**src/rtl/panel_seq_pkg.sv**
```systemverilog
package panel_seq_pkg;
  typedef enum logic [1:0] {
    OP_WRITE  = 2'd0,
    OP_PWR_ON = 2'd1,
    OP_SHUT   = 2'd2,
    OP_RESUME = 2'd3
  } seq_op_e;

  localparam logic [7:0]  LEAD_INDEX = 8'h74;
  localparam logic [7:0]  LEAD_DATA  = 8'h76;
  localparam logic [7:0]  REG_POWER  = 8'h11;
  localparam logic [7:0]  REG_OUTCTL = 8'h01;
  localparam logic [15:0] PWR_RUN    = 16'h0000;
  localparam logic [15:0] PWR_OFF    = 16'h0001;
  localparam logic [15:0] OUTCTL_BASE = 16'h2AEF;

  function automatic logic [15:0] build_mode(input logic [15:0] req,
                                             input logic [15:0] keep);
    return (req & keep) | (OUTCTL_BASE & ~keep);
  endfunction
endpackage

```
**src/rtl/spi_frame_tx.sv**
```systemverilog
module spi_frame_tx #(
  parameter int CLK_DIV    = 4,
  parameter int FRAME_BITS = 24
) (
  input  logic                  clk,
  input  logic                  rst,
  input  logic                  start,
  input  logic [FRAME_BITS-1:0] frame,
  output logic                  fin,
  output logic                  sclk,
  output logic                  mosi,
  output logic                  csn
);
  localparam int GAP_LEN = 2 * CLK_DIV;
  localparam int DW = $clog2(GAP_LEN + 1);
  localparam int BW = (FRAME_BITS > 1) ? $clog2(FRAME_BITS) : 1;
  localparam logic [DW-1:0] HALF_LAST = DW'(CLK_DIV - 1);
  localparam logic [DW-1:0] GAP_LAST  = DW'(GAP_LEN - 1);
  localparam logic [BW-1:0] BIT_LAST  = BW'(FRAME_BITS - 1);

  typedef enum logic [1:0] {TX_IDLE, TX_LOW, TX_HIGH, TX_GAP} tx_st_e;

  tx_st_e                st;
  logic [DW-1:0]         div_cnt;
  logic [BW-1:0]         bit_cnt;
  logic [FRAME_BITS-1:0] shreg;

  always_ff @(posedge clk) begin
    if (rst) begin
      st      <= TX_IDLE;
      div_cnt <= '0;
      bit_cnt <= '0;
      shreg   <= '0;
      fin     <= 1'b0;
      sclk    <= 1'b0;
      mosi    <= 1'b0;
      csn     <= 1'b1;
    end else begin
      fin <= 1'b0;
      case (st)
        TX_IDLE: begin
          if (start) begin
            shreg   <= frame;
            mosi    <= frame[FRAME_BITS-1];
            csn     <= 1'b0;
            div_cnt <= '0;
            bit_cnt <= '0;
            st      <= TX_LOW;
          end
        end
        TX_LOW: begin
          if (div_cnt == HALF_LAST) begin
            div_cnt <= '0;
            sclk    <= 1'b1;
            st      <= TX_HIGH;
          end else begin
            div_cnt <= div_cnt + 1'b1;
          end
        end
        TX_HIGH: begin
          if (div_cnt == HALF_LAST) begin
            div_cnt <= '0;
            sclk    <= 1'b0;
            if (bit_cnt == BIT_LAST) begin
              csn  <= 1'b1;
              mosi <= 1'b0;
              st   <= TX_GAP;
            end else begin
              bit_cnt <= bit_cnt + 1'b1;
              shreg   <= {shreg[FRAME_BITS-2:0], 1'b0};
              mosi    <= shreg[FRAME_BITS-2];
              st      <= TX_LOW;
            end
          end else begin
            div_cnt <= div_cnt + 1'b1;
          end
        end
        default: begin
          if (div_cnt == GAP_LAST) begin
            div_cnt <= '0;
            fin     <= 1'b1;
            st      <= TX_IDLE;
          end else begin
            div_cnt <= div_cnt + 1'b1;
          end
        end
      endcase
    end
  end
endmodule

```
**src/rtl/reg_write_engine.sv**
```systemverilog
module reg_write_engine
  import panel_seq_pkg::*;
#(
  parameter int CLK_DIV = 4
) (
  input  logic        clk,
  input  logic        rst,
  input  logic        wr_start,
  input  logic [7:0]  wr_reg,
  input  logic [15:0] wr_val,
  output logic        wr_done,
  output logic        spi_sclk,
  output logic        spi_mosi,
  output logic        spi_csn
);
  localparam int FRAME_BITS = 24;

  typedef enum logic [1:0] {WE_IDLE, WE_INDEX, WE_DATA} we_st_e;

  we_st_e                st;
  logic                  tx_start;
  logic                  tx_fin;
  logic [FRAME_BITS-1:0] tx_frame;
  logic [15:0]           val_q;

  always_ff @(posedge clk) begin
    if (rst) begin
      st       <= WE_IDLE;
      tx_start <= 1'b0;
      tx_frame <= '0;
      val_q    <= '0;
      wr_done  <= 1'b0;
    end else begin
      tx_start <= 1'b0;
      wr_done  <= 1'b0;
      case (st)
        WE_IDLE: begin
          if (wr_start) begin
            val_q    <= wr_val;
            tx_frame <= {LEAD_INDEX, 8'h00, wr_reg};
            tx_start <= 1'b1;
            st       <= WE_INDEX;
          end
        end
        WE_INDEX: begin
          if (tx_fin) begin
            tx_frame <= {LEAD_DATA, val_q};
            tx_start <= 1'b1;
            st       <= WE_DATA;
          end
        end
        default: begin
          if (tx_fin) begin
            wr_done <= 1'b1;
            st      <= WE_IDLE;
          end
        end
      endcase
    end
  end

  spi_frame_tx #(
    .CLK_DIV   (CLK_DIV),
    .FRAME_BITS(FRAME_BITS)
  ) u_tx (
    .clk  (clk),
    .rst  (rst),
    .start(tx_start),
    .frame(tx_frame),
    .fin  (tx_fin),
    .sclk (spi_sclk),
    .mosi (spi_mosi),
    .csn  (spi_csn)
  );
endmodule

```
**src/rtl/power_seq_ctrl.sv**
```systemverilog
module power_seq_ctrl
  import panel_seq_pkg::*;
#(
  parameter logic [15:0] MODE_KEEP = 16'h3300
) (
  input  logic        clk,
  input  logic        rst,
  input  logic        cmd_valid,
  input  logic [1:0]  cmd_op,
  input  logic [7:0]  cmd_reg,
  input  logic [15:0] cmd_value,
  input  logic [15:0] mode_req,
  input  logic        wr_done,
  output logic        wr_start,
  output logic [7:0]  wr_reg,
  output logic [15:0] wr_val,
  output logic        busy,
  output logic        done
);
  localparam int MAX_STEPS = 2;
  localparam int SW = (MAX_STEPS > 1) ? $clog2(MAX_STEPS) : 1;
  localparam logic [15:0] MODE_RESET = OUTCTL_BASE & ~MODE_KEEP;

  seq_op_e op;
  assign op = seq_op_e'(cmd_op);

  logic [MAX_STEPS-1:0][7:0]  plan_reg, step_reg;
  logic [MAX_STEPS-1:0][15:0] plan_val, step_val;
  logic [SW-1:0]              plan_last, step_last, step_idx;
  logic [15:0]                fresh_mode, saved_mode;

  assign fresh_mode = build_mode(mode_req, MODE_KEEP);

  always_comb begin
    plan_reg  = '0;
    plan_val  = '0;
    plan_last = '0;
    case (op)
      OP_PWR_ON: begin
        plan_reg[0] = REG_POWER;  plan_val[0] = PWR_RUN;
        plan_reg[1] = REG_OUTCTL; plan_val[1] = fresh_mode;
        plan_last   = SW'(1);
      end
      OP_SHUT: begin
        plan_reg[0] = REG_POWER;  plan_val[0] = PWR_OFF;
      end
      OP_RESUME: begin
        plan_reg[0] = REG_OUTCTL; plan_val[0] = saved_mode;
        plan_reg[1] = REG_POWER;  plan_val[1] = PWR_RUN;
        plan_last   = SW'(1);
      end
      default: begin
        plan_reg[0] = cmd_reg;    plan_val[0] = cmd_value;
      end
    endcase
  end

  always_ff @(posedge clk) begin
    if (rst) begin
      busy       <= 1'b0;
      done       <= 1'b0;
      wr_start   <= 1'b0;
      wr_reg     <= '0;
      wr_val     <= '0;
      step_reg   <= '0;
      step_val   <= '0;
      step_last  <= '0;
      step_idx   <= '0;
      saved_mode <= MODE_RESET;
    end else begin
      done     <= 1'b0;
      wr_start <= 1'b0;
      if (!busy) begin
        if (cmd_valid) begin
          busy      <= 1'b1;
          step_reg  <= plan_reg;
          step_val  <= plan_val;
          step_last <= plan_last;
          step_idx  <= '0;
          wr_reg    <= plan_reg[0];
          wr_val    <= plan_val[0];
          wr_start  <= 1'b1;
          if (op == OP_PWR_ON) saved_mode <= fresh_mode;
        end
      end else if (wr_done) begin
        if (step_idx == step_last) begin
          busy <= 1'b0;
          done <= 1'b1;
        end else begin
          step_idx <= step_idx + 1'b1;
          wr_reg   <= step_reg[step_idx + 1'b1];
          wr_val   <= step_val[step_idx + 1'b1];
          wr_start <= 1'b1;
        end
      end
    end
  end
endmodule

```
**src/rtl/panel_reg_sequencer.sv**
```systemverilog
module panel_reg_sequencer #(
  parameter int          CLK_DIV   = 4,
  parameter logic [15:0] MODE_KEEP = 16'h3300
) (
  input  logic        clk,
  input  logic        rst,
  input  logic        cmd_valid,
  input  logic [1:0]  cmd_op,
  input  logic [7:0]  cmd_reg,
  input  logic [15:0] cmd_value,
  input  logic [15:0] mode_req,
  output logic        busy,
  output logic        done,
  output logic        spi_sclk,
  output logic        spi_mosi,
  output logic        spi_csn
);
  logic        wr_start, wr_done;
  logic [7:0]  wr_reg;
  logic [15:0] wr_val;

  power_seq_ctrl #(.MODE_KEEP(MODE_KEEP)) u_ctrl (
    .clk      (clk),
    .rst      (rst),
    .cmd_valid(cmd_valid),
    .cmd_op   (cmd_op),
    .cmd_reg  (cmd_reg),
    .cmd_value(cmd_value),
    .mode_req (mode_req),
    .wr_done  (wr_done),
    .wr_start (wr_start),
    .wr_reg   (wr_reg),
    .wr_val   (wr_val),
    .busy     (busy),
    .done     (done)
  );

  reg_write_engine #(.CLK_DIV(CLK_DIV)) u_wr (
    .clk     (clk),
    .rst     (rst),
    .wr_start(wr_start),
    .wr_reg  (wr_reg),
    .wr_val  (wr_val),
    .wr_done (wr_done),
    .spi_sclk(spi_sclk),
    .spi_mosi(spi_mosi),
    .spi_csn (spi_csn)
  );
endmodule

```
**config.mk**
```make
export PLATFORM = sky130hd
export DESIGN_NAME = panel_reg_sequencer
export DESIGN_NICKNAME = d
export VERILOG_FILES = /design/src/rtl/panel_seq_pkg.sv /design/src/rtl/spi_frame_tx.sv /design/src/rtl/reg_write_engine.sv /design/src/rtl/power_seq_ctrl.sv /design/src/rtl/panel_reg_sequencer.sv
export SDC_FILE = /design/constraint.sdc
export NUM_CORES = 1
export LEC_CHECK = 0
export BUFFER_PORTS_ARGS = -buffer_cell sky130_fd_sc_hd__buf_4
export CAP_MARGIN = 10
export CELL_PAD_IN_SITES_DETAIL_PLACEMENT = 2
export CELL_PAD_IN_SITES_GLOBAL_PLACEMENT = 2
export CORE_MARGIN = 2
export CORE_UTILIZATION = 38
export CTS_CLUSTER_DIAMETER = 60
export DETAILED_ROUTE_END_ITERATION = 8
export PLACE_DENSITY_LB_ADDON = 0.1
export SLEW_MARGIN = 40
export SYNTH_ARGS = -nofsm -noshare
export SYNTH_HDL_FRONTEND = slang
export SYNTH_SLANG_ARGS = --single-unit
```
**constraint.sdc**
```tcl
create_clock -name clk -period 4.7 [get_ports clk]
set_clock_uncertainty 0.2 [all_clocks]
set_input_delay 0.235 -clock clk [delete_from_list [all_inputs] [get_ports clk]]
set_output_delay 0.235 -clock clk [all_outputs]
set_load 0.05 [all_outputs]
```
==> reports/metrics.yaml <==
sta:
  finalSetupTns_ns: 0
  hold_viol_final: 0
  slew_viol_final: 0
  finalSetupViolations: 0
  tightest_slew_ns: 0.814
  period_share_pct: 67.4
  rsz0062_at_grt: "false"
  fmax_mhz: 316
  relSlewSlack_pct: 45.7
  fin_crit_ns: 3.17
cells_and_area:
  fillers: 1693
  drive_gt1_share_pct: 11.7
  layout.nets: 811
  final_cell_mix: "dfxtp_1, nand2_1, a21oi_1, nor2_1, buf_4"
  final_common_cell: "dfxtp_1"
  reg_top3: "u_wr.u_tx.shreg: 23 flops, u_ctrl.step_val: 21 flops, u_wr.tx_frame: 18 flops"
  top_register: "u_wr.u_tx.shreg"
  largest_reg_flops: 23
  synthToLayoutAreaGrowth_pct: 20.3
  antenna_cells: 0
synthesis:
  synth-simple-area-share_pct: 19.7
  syn_area_per_cell_sq_um: 8.20
  ys_types: 42
  synthesis.area_sq_um: 6010
  syn_inst: 732
  synth_xor_area_share_pct: 0.146
  synthAdderAreaFrac_pct: 2.29
  synth_compound_area_share_pct: 20.9
  muxShareOfSynthArea_pct: 5.85
  syn-num-nets: 788
  yosysSeqAreaShare_pct: 46.3
  ys_ff_latch: 139
  synth_top_family_by_area: "compound AO/OA/AOI/OAI gates"
  ys_warn_count: 0
clock_tree:
  insertion_delay_ns: 0.43
  cts_buffer_depth: 2
  htreeDepth: 4
  clockRootBuffer: "clkbuf_16"
  cts_tree: "yes"
  postCtsSetupBuffers: 0
  cts_buffers: 17
  cts_resized: 0
  clock-sinks: 139
  clk_pin_slew_worst_paths_ns: 0.06
placed_design:
  portBuffers: 37
  hpwl_mm: 11.4
  gp_congestion: 0.727
global_routing:
  grt_max_degree: 97
  grt_pass1_wl_mm: 30.5
  overflow: 0
  track_usage_pct: 23.2
  grt_pass1_vias: 5885
  antenna_found_initial: 0
pwr:
  power.leakage_uw: 0.00253
  power_switching_uw: 924
  powerDensity_nw_per_um2: 459
  netSwitchingFraction_pct: 27.9
  p_clk_share_pct: 42.3
  p_seq_share_pct: 41.0
  combinationalPowerShare_pct: 16.7
  vdd_drop_max_uv: 265
  intPower_uw: 2390
  finalPower_uw: 3310
routing:
  avgRoutedWirePerCell_microns: 19.1
  routed_wl_mm: 18.7
  vias_per_cell: 5.50
  via_count: 5381
  route.detailed.drc: 0
  ant_nets: 0
  drt_iter0_drc: 206
  drt_pass1_iterations: 4
die:
  coreArea_sq_um: 15300
  dieArea_sq_um: 16800
  die_w_microns: 130
  ios: 50
  num_rows: 45
  initial_core_util_pct: 39.2
  die_h_microns: 130
worst_setup_path:
  critPathKind: "reg2reg"
  crit_required_ns: 4.80
  worstPathArrival_ns: 3.27
  end_kind: "flop"
  critPathLaunchType: "flop"
  critPathMaxFanout: 23
job:
  cap_violations: 0
hold_path:
  hold_path.class: "in2reg"
status:
  status: "finished, final reports clean"
[per-layer routing]
| metal | wire length, microns | vias to the layer above | track usage (%) |
|---|---|---|---|
| li1 | - | 2619 | - |
| met2 | 9770 | 57 | 42.4 |
| met1 | 8210 | 2682 | 26.9 |
| met4 | 325 | 0 | 8.22 |
| met3 | 389 | 23 | 4.55 |
| met5 | 0 | - | 0 |
[cells by family after synthesis]
| kind of cell | after synthesis |
|---|---|
| fa+ha+maj | 11 |
| buf+inv | 71 |
| flops | 139 |
| simple gates | 273 |
| compound gates | 202 |
| xor+xnor | 1 |
| mux | 35 |
[cell type report]
cell class | instances | area, sq um | area share (%)
multi-input cells | 522 | 2970 | 41.1
inverters | 7 | 26.3 | 0.364
flip-flops and latches | 139 | 2780 | 38.5
clock inverters | 5 | 77.6 | 1.07
repair buffers | 68 | 562 | 7.78
well taps | 211 | 264 | 3.66
clock buffers | 27 | 543 | 7.52
[worst paths after layout]
| kind | from | endpoint | slack, ns | cells past startpoint |
|---|---|---|---|---|
| setup / recovery | u_wr.u_tx.st[0] | u_wr.u_tx.shreg[2] | 1.53 | 8 |
| hold / removal | cmd_value[15] | u_ctrl.step_val[15] | 0.01 | 5 |
| setup reg to reg | u_wr.u_tx.st[0] | u_wr.u_tx.shreg[2] | 1.53 | 8 |
| hold reg to reg | u_ctrl.wr_val[13] | u_wr.val_q[13] | 0.25 | 2 |
[cells in the mapped netlist, drive strengths merged]
cell	instances	area share, %
dfxtp	139	46
nand2	114	7.1
a21oi	103	8.6
nor2	82	5.1
a211oi	45	5.6
clkbuf	44	2.8
mux2i	34	5.7
nor3	23	1.9
buf	20	1.5
nand3	18	1.5
o21ai	18	1.5
a311oi	11	1.6
ha	11	2.3
a311o	7	1.2
inv	7	0.44
nand2b	6	0.63
nand4	6	0.63
nor2b	6	0.63
and3	5	0.52
o211ai	5	0.63
or3	3	0.31
a22o	2	0.29
and3b	2	0.29
nand4b	2	0.29
nor3b	2	0.25
or2	2	0.21
a2111oi	1	0.15
a211o	1	0.15
a21o	1	0.13
a221o	1	0.17
a2bb2oi	1	0.15
a31o	1	0.15
a31oi	1	0.10
a32oi	1	0.15
mux2	1	0.19
o221ai	1	0.15
o22ai	1	0.10
o32ai	1	0.15
or3b	1	0.19
or4	1	0.13
xor2	1	0.15
[stage by stage]
stage | setup slack (ns) | area, sq um | util [%] | std cells | hold WS (ns)
6_report | 1.53 | 7220 | 47.2 | 979 | 0.0143
5_1_grt | 1.30 | 7220 | 47.2 | 979 | 0.0298
4_1_cts | 1.45 | 7210 | 47.1 | 979 | 0.00135
3_5_place_dp | 1.56 | 6400 | 41.8 | 928 | 0.247
3_3_place_gp | 1.79 | 6390 | 41.8 | 928 | 0.238
2_1_floorplan | 2.52 | 6010 | - | 732 | 0.181
[repair_timing]
item / in CTS / in global routing
hold buffers: 19 / 0
endpoints found under the hold margin: 23 / 0
endpoints found under the setup margin: 0 / 0
[critical path, stage by stage (launching register included)]
cell and delay (ns):
dfxtp_1 0.34, inv_1 0.11, ha_1 0.60, buf_4 0.44, inv_1 0.11, nor2_1 0.53
nor2_1 0.11, buf_4 0.24, a211oi_1 0.33
[power groups by stage]
stage	logic, uW	registers (uW)	clock network, uW
CTS	554	1360	1420
global route	618	1370	1480
global placement	491	1370	0
floorplan	374	1370	0
finish	554	1360	1400
detailed placement	528	1380	0
Power figures use the tool's default switching activity.
